$ cat src/rtl/sync_rx_pkg.sv
package sync_rx_pkg;
  localparam int CHAR_W = 8;
  localparam int CRC_W  = 16;
  // x^16+x^15+x^2+1 in bit-reversed form for LSB-first shifting
  localparam logic [CRC_W-1:0] CRC_POLY_LSB = 16'hA001;

  function automatic logic [CRC_W-1:0] crc_step(input logic [CRC_W-1:0] c, input logic b);
    logic fb;
    fb = c[0] ^ b;
    crc_step = (c >> 1) ^ (fb ? CRC_POLY_LSB : '0);
  endfunction

  function automatic int unsigned wrap_inc(input int unsigned p, input int unsigned depth);
    wrap_inc = (p == depth - 1) ? 0 : p + 1;
  endfunction
endpackage

$ cat src/rtl/rx_shifter.sv
module rx_shifter #(
  parameter int W = 8,
  localparam int IDX_W = $clog2(W)
) (
  input  logic             clk,
  input  logic             rst_n,
  input  logic             run,
  input  logic             bit_stb,
  input  logic             bit_in,
  output logic [IDX_W-1:0] bit_idx,
  output logic             char_done,
  output logic [W-1:0]     char_out
);
  logic [W-1:0] sh_q;

  assign char_out  = {bit_in, sh_q[W-1:1]};
  assign char_done = run & bit_stb & (bit_idx == IDX_W'(W - 1));

  always_ff @(posedge clk or negedge rst_n) begin
    if (!rst_n) begin
      sh_q    <= '0;
      bit_idx <= '0;
    end else if (!run) begin
      sh_q    <= '0;
      bit_idx <= '0;
    end else if (bit_stb) begin
      sh_q    <= char_out;
      bit_idx <= (bit_idx == IDX_W'(W - 1)) ? '0 : bit_idx + 1'b1;
    end
  end
endmodule

$ cat src/rtl/crc_delay.sv
module crc_delay
  import sync_rx_pkg::*;
#(
  parameter int W = CHAR_W,
  localparam int IDX_W = $clog2(W)
) (
  input  logic             clk,
  input  logic             rst_n,
  input  logic             clr,
  input  logic             run,
  input  logic             bit_stb,
  input  logic [IDX_W-1:0] bit_idx,
  input  logic             load,
  input  logic [W-1:0]     load_char,
  input  logic             crc_en,
  output logic [CRC_W-1:0] crc_q,
  output logic             crc_zero_now
);
  logic [W-1:0]     hold_q;
  logic             act_q;
  logic             step;
  logic [CRC_W-1:0] crc_d;

  assign step         = run & bit_stb & act_q;
  assign crc_d        = step ? crc_step(crc_q, hold_q[bit_idx]) : crc_q;
  assign crc_zero_now = (crc_q == '0);

  always_ff @(posedge clk or negedge rst_n) begin
    if (!rst_n) begin
      hold_q <= '0;
      act_q  <= 1'b0;
      crc_q  <= '0;
    end else if (clr) begin
      hold_q <= '0;
      act_q  <= 1'b0;
      crc_q  <= '0;
    end else begin
      crc_q <= crc_d;
      if (load) begin
        hold_q <= load_char;
        act_q  <= crc_en;
      end
    end
  end
endmodule

$ cat src/rtl/rx_fifo.sv
module rx_fifo
  import sync_rx_pkg::*;
#(
  parameter int W     = CHAR_W,
  parameter int DEPTH = 3,
  localparam int PTR_W = (DEPTH > 1) ? $clog2(DEPTH) : 1,
  localparam int CNT_W = $clog2(DEPTH + 1)
) (
  input  logic             clk,
  input  logic             rst_n,
  input  logic             wr,
  input  logic [W-1:0]     wdata,
  input  logic             wstat,
  input  logic             pop,
  output logic             valid,
  output logic [W-1:0]     rdata,
  output logic             rstat,
  output logic [CNT_W-1:0] count,
  output logic             overrun
);
  logic [W-1:0]     mem_q  [DEPTH];
  logic             stat_q [DEPTH];
  logic [PTR_W-1:0] wp_q, rp_q;
  logic             wr_ok, rd_ok, full;

  assign full  = (count == CNT_W'(DEPTH));
  assign valid = (count != '0);
  assign wr_ok = wr & ~full;
  assign rd_ok = pop & valid;
  assign rdata = mem_q[rp_q];
  assign rstat = stat_q[rp_q];

  always_ff @(posedge clk or negedge rst_n) begin
    if (!rst_n) begin
      wp_q    <= '0;
      rp_q    <= '0;
      count   <= '0;
      overrun <= 1'b0;
      for (int i = 0; i < DEPTH; i++) begin
        mem_q[i]  <= '0;
        stat_q[i] <= 1'b0;
      end
    end else begin
      if (wr & full) overrun <= 1'b1;
      if (wr_ok) begin
        mem_q[wp_q]  <= wdata;
        stat_q[wp_q] <= wstat;
        wp_q         <= PTR_W'(wrap_inc(int'(wp_q), DEPTH));
      end
      if (rd_ok) rp_q <= PTR_W'(wrap_inc(int'(rp_q), DEPTH));
      if (wr_ok && !rd_ok)      count <= count + 1'b1;
      else if (rd_ok && !wr_ok) count <= count - 1'b1;
    end
  end
endmodule

$ cat src/rtl/sync_rx_dcrc.sv
module sync_rx_dcrc
  import sync_rx_pkg::*;
#(
  parameter int W     = CHAR_W,
  parameter int DEPTH = 3,
  localparam int IDX_W = $clog2(W),
  localparam int CNT_W = $clog2(DEPTH + 1)
) (
  input  logic         clk,
  input  logic         rst_n,
  input  logic         rx_en,
  input  logic         auto_en,
  input  logic         dcd_n,
  input  logic         hunt_req,
  input  logic         sync_found,
  input  logic         rx_clk_en,
  input  logic         rx_data,
  input  logic         crc_en,
  input  logic         pop,
  output logic         rd_valid,
  output logic [W-1:0] rd_data,
  output logic         rd_crc_zero,
  output logic         overrun,
  output logic         hunting
);
  logic             active;
  logic             run;
  logic             char_done;
  logic [W-1:0]     char_word;
  logic [IDX_W-1:0] bit_idx;
  logic [CRC_W-1:0] crc_q;
  logic             crc_zero_now;
  logic [CNT_W-1:0] fifo_cnt;

  assign active = rx_en & ~(auto_en & dcd_n);
  assign run    = active & ~hunting & ~hunt_req;

  always_ff @(posedge clk or negedge rst_n) begin
    if (!rst_n)          hunting <= 1'b1;
    else if (hunt_req)   hunting <= 1'b1;
    else if (sync_found) hunting <= 1'b0;
  end

  rx_shifter #(.W(W)) shift_i (
    .clk(clk), .rst_n(rst_n), .run(run), .bit_stb(rx_clk_en), .bit_in(rx_data),
    .bit_idx(bit_idx), .char_done(char_done), .char_out(char_word)
  );

  crc_delay #(.W(W)) crc_i (
    .clk(clk), .rst_n(rst_n), .clr(hunt_req), .run(run), .bit_stb(rx_clk_en),
    .bit_idx(bit_idx), .load(char_done), .load_char(char_word), .crc_en(crc_en),
    .crc_q(crc_q), .crc_zero_now(crc_zero_now)
  );

  rx_fifo #(.W(W), .DEPTH(DEPTH)) fifo_i (
    .clk(clk), .rst_n(rst_n), .wr(char_done), .wdata(char_word), .wstat(crc_zero_now),
    .pop(pop), .valid(rd_valid), .rdata(rd_data), .rstat(rd_crc_zero),
    .count(fifo_cnt), .overrun(overrun)
  );
endmodule

$ cat config.mk
export PLATFORM = sky130hd
export DESIGN_NAME = sync_rx_dcrc
export DESIGN_NICKNAME = d
export VERILOG_FILES = /design/src/rtl/sync_rx_pkg.sv /design/src/rtl/rx_shifter.sv /design/src/rtl/crc_delay.sv /design/src/rtl/rx_fifo.sv /design/src/rtl/sync_rx_dcrc.sv
export SDC_FILE = /design/constraint.sdc
export NUM_CORES = 1
export LEC_CHECK = 0
export ABC_AREA = 1
export ABC_CLOCK_PERIOD_IN_PS = 5300
export BUFFER_PORTS_ARGS = -buffer_cell sky130_fd_sc_hd__buf_4
export CORE_ASPECT_RATIO = 0.7
export CORE_MARGIN = 8
export CORE_UTILIZATION = 45
export CTS_CLUSTER_SIZE = 24
export DETAILED_ROUTE_END_ITERATION = 8
export HOLD_SLACK_MARGIN = 0.06
export SYNTH_ARGS = -nofsm -noshare
export SYNTH_HDL_FRONTEND = slang
export SYNTH_SLANG_ARGS = --single-unit
$ cat constraint.sdc
create_clock -name clk -period 5.3 [get_ports clk]
set_clock_uncertainty 0.05 [all_clocks]
set_input_delay 0.265 -clock clk [delete_from_list [all_inputs] [get_ports clk]]
set_output_delay 0.265 -clock clk [all_outputs]
set_load 0.01 [all_outputs]
==> metrics.yaml <==
finish:
  final_nets: 371
  final_cell_area_um2: 3522
  fill_cells: 615
  multi_input_area_um2: 1142
  drive_above_1_share: 0.1524
  seqCellArea_um2: 1753
  layout_common_cells: "nand2_1 (97), dfrtp_1 (69), nand3_1 (43), inv_1 (28), buf_4 (22)"
  antenna_cells: 0
  syn_to_final_growth_pct: 15.04
  final_common_cell: "nand2_1"
power:
  p_leak_nw: 1.678
  vdd_ir_drop_max_uv: 141.8
  power_w: 0.001134
  power_density_nw_per_um2: 322.0
die:
  dieArea_um2: 9741
  fp.dieW_um: 114.6
  ios: 23
  num_rows: 25
  core-area_um2: 6663
  initial_core_util: 0.4595
  fp.dieH_um: 85.01
clocking:
  cts_tree: "yes"
  htree_levels: 3
  clock-sinks: 70
  clockBufferDepth: 2
  clkTransAtPathRegs_ns: 0.07
  post_cts_buffers: 0
  cts_resized: 0
  hold_buffers: 2
  cts_root_buf: "clkbuf_8"
  cts_made_buffers: 9
  insertion_delay_ns: 0.34
worst_setup_path:
  worst-path-stages: 8
  crit_slowest_cell: "nor2_1"
  r2r-end: "crc_i.crc_q[5]$_DFFE_PN0P_"
  rrSetupSlack_ns: 3.11
  start_kind: "flop"
  critPathKind: "reg -> reg"
  cp-endpoint: "crc_i.crc_q[5]$_DFFE_PN0P_"
  cp-startpoint: "hunting$_DFFE_PN1P_"
  crit_fanout: 13
  crit_path_frequent_cell: "inv_1"
  arrival_ns: 2.41
  crit_required_ns: 5.51
  rr_startpoint: "hunting$_DFFE_PN1P_"
  crit_path_end_kind: "flop"
  slowest_delay_ns: 0.56
  cp_top_family: "simple AND/OR/NAND/NOR gates"
  crit_chain: "inv_2 -> nand3_2 -> nor3_4 -> nand2_1 -> inv_1 -> nor2_1 -> inv_1 -> o21ai_0"
  cp.buffers_inverters: 3
  r2r_cells: 8
timing:
  setup_violations: 0
  fin_crit_sh: 0.4140
  max-slew-margin-rel: 0.4218
  timing.fmax_mhz: 455.7
  min_period_ns: 2.194
  max_slew.worst_pin.slew_ns: 0.8674
  rsz0062_at_grt: "false"
  fin_tns_setup_ns: 0
  hold_viol: 0
  finalMaxSlewViolations: 0
global_route:
  antenna_found_initial: 0
  grt_pass1_wl_mm: 11.01
  gr-total-overflow: 0
  track_usage: 0.1432
  grt_max_degree: 71
  grt_pass1_vias: 2253
place:
  dpl_cell_area_um2: 3294
  numPortBuffers: 22
  gp_routability_congestion: 0.8424
  hpwlAfterDp_mm: 4.219
worst_hold_path:
  hold_class: "in -> reg"
yosys:
  synthCells: 329
  avgSynthCellArea_um2: 9.306
  synth_cell_types: 28
  yosys_warnings: 0
  synth-seq-cells: 70
  synth_nets: 343
  ys_seq_area_frac: 0.5725
  syn_area_um2: 3062
detailed_routing:
  drc_errors: 0
  vias_per_cell: 5.002
  wl_mm: 6.251
  wl_per_cell_um: 13.74
  drtPass1Iterations: 4
  drtIter0Drc: 175
  ant_nets: 0
  vias: 2276
outcome:
  status: "completed"
flow_run:
  max_cap_viol_count: 0
-- synth_stat cells (all sizes together) --
| master | count | area [um^2] |
|---|---|---|
| nor4 | 4 | 25.02 |
| nand4 | 1 | 6.260 |
| buf | 4 | 38.78 |
| clkinv | 2 | 7.510 |
| nor3 | 1 | 16.27 |
| mux2 | 1 | 11.26 |
| o21bai | 1 | 7.510 |
| nor2 | 6 | 38.79 |
| inv | 29 | 108.9 |
| clkbuf | 3 | 11.26 |
| xor2 | 1 | 8.760 |
| ha | 3 | 37.54 |
| o21ai | 45 | 255.3 |
| nand3 | 47 | 277.8 |
| nand2 | 98 | 375.4 |
| a21oi | 1 | 5.000 |
| o22ai | 11 | 68.82 |
| xnor2 | 1 | 8.760 |
| dfstp | 1 | 26.28 |
| dfrtp | 69 | 1727 |
-- worst min path at each step --
stage          startpoint                           end  slack (ns)  depth (start not counted)
6_report           crc_en       crc_i.act_q$_DFFE_PN0P_        0.12                          3
5_1_grt            crc_en       crc_i.act_q$_DFFE_PN0P_        0.13                          3
4_1_cts            crc_en       crc_i.act_q$_DFFE_PN0P_        0.11                          3
3_5_place_dp        rst_n  fifo_i.mem_q[19]$_DFFE_PN0P_        0.39                          1
3_3_place_gp        rst_n   fifo_i.mem_q[3]$_DFFE_PN0P_        0.39                          1
2_1_floorplan       rst_n       crc_i.act_q$_DFFE_PN0P_       -0.08                          0
-- layer usage --
layer | global-route usage | routed length (um)
met2 | 0.1958 | 2593
met4 | 0.05776 | 73
met5 | 0 | 0
met3 | 0.04181 | 257
met1 | 0.2044 | 3327
-- kinds of logic (layout without fill, tap and decap cells) --
| group | after synthesis | count (layout) | share of synthesized area |
|---|---|---|---|
| xor gates and xnor gates | 2 | 2 | 0.005722 |
| adders and majority gates | 3 | 3 | 0.01226 |
| buffers and inverters | 38 | 70 | 0.05435 |
| DFF | 70 | 70 | 0.5725 |
| AOI/OAI and AO/OA | 58 | 58 | 0.1099 |
| and+or+nand+nor | 157 | 157 | 0.2415 |
| muxes | 1 | 1 | 0.003678 |
-- worst min-delay path, delay by kind of cell --
kind	cells	cell delay, ns
buf+inv	1	0.08
simple gates	2	0.14
-- per-stage QoR --
stage / hold slack [ns] / instances / worst slack [ns] / utilization
2_1_floorplan: -0.08059 / 329 / 3.434 / -
3_3_place_gp: 0.3880 / 438 / 3.196 / 0.4945
3_5_place_dp: 0.3895 / 438 / 3.115 / 0.4945
4_1_cts: 0.1068 / 455 / 3.100 / 0.5286
5_1_grt: 0.1290 / 455 / 2.796 / 0.5286
6_report: 0.1228 / 455 / 3.106 / 0.5286
-- flip-flops by register name, indices dropped and copies added, names as in the netlist --
register and count:
fifo_i.mem_q 24, crc_i.crc_q 16, crc_i.hold_q 8, shift_i.sh_q 7
fifo_i.stat_q 3, shift_i.bit_idx 3, fifo_i.count 2, fifo_i.rp_q 2
fifo_i.wp_q 2, crc_i.act_q 1, fifo_i.overrun 1, hunting 1
-- where the power goes --
| group | total [W] | switching [W] | internal [W] |
|---|---|---|---|
| clock | 0.000444 | 0.000191 | 0.000253 |
| sequential | 0.000563 | 0.0000125 | 0.000551 |
| combinational | 0.000127 | 0.0000905 | 0.0000367 |
-- final cells by class --
class | count | share of cell area
Timing Repair Buffer | 24 | 0.05258
Clock inverter | 3 | 0.01208
Tap cell | 94 | 0.03339
Inverter | 31 | 0.03304
Multi-Input combinational cell | 221 | 0.3243
Sequential cell | 70 | 0.4977
Clock buffer | 12 | 0.04689
Note: power is estimated with default switching activity, not from simulation.
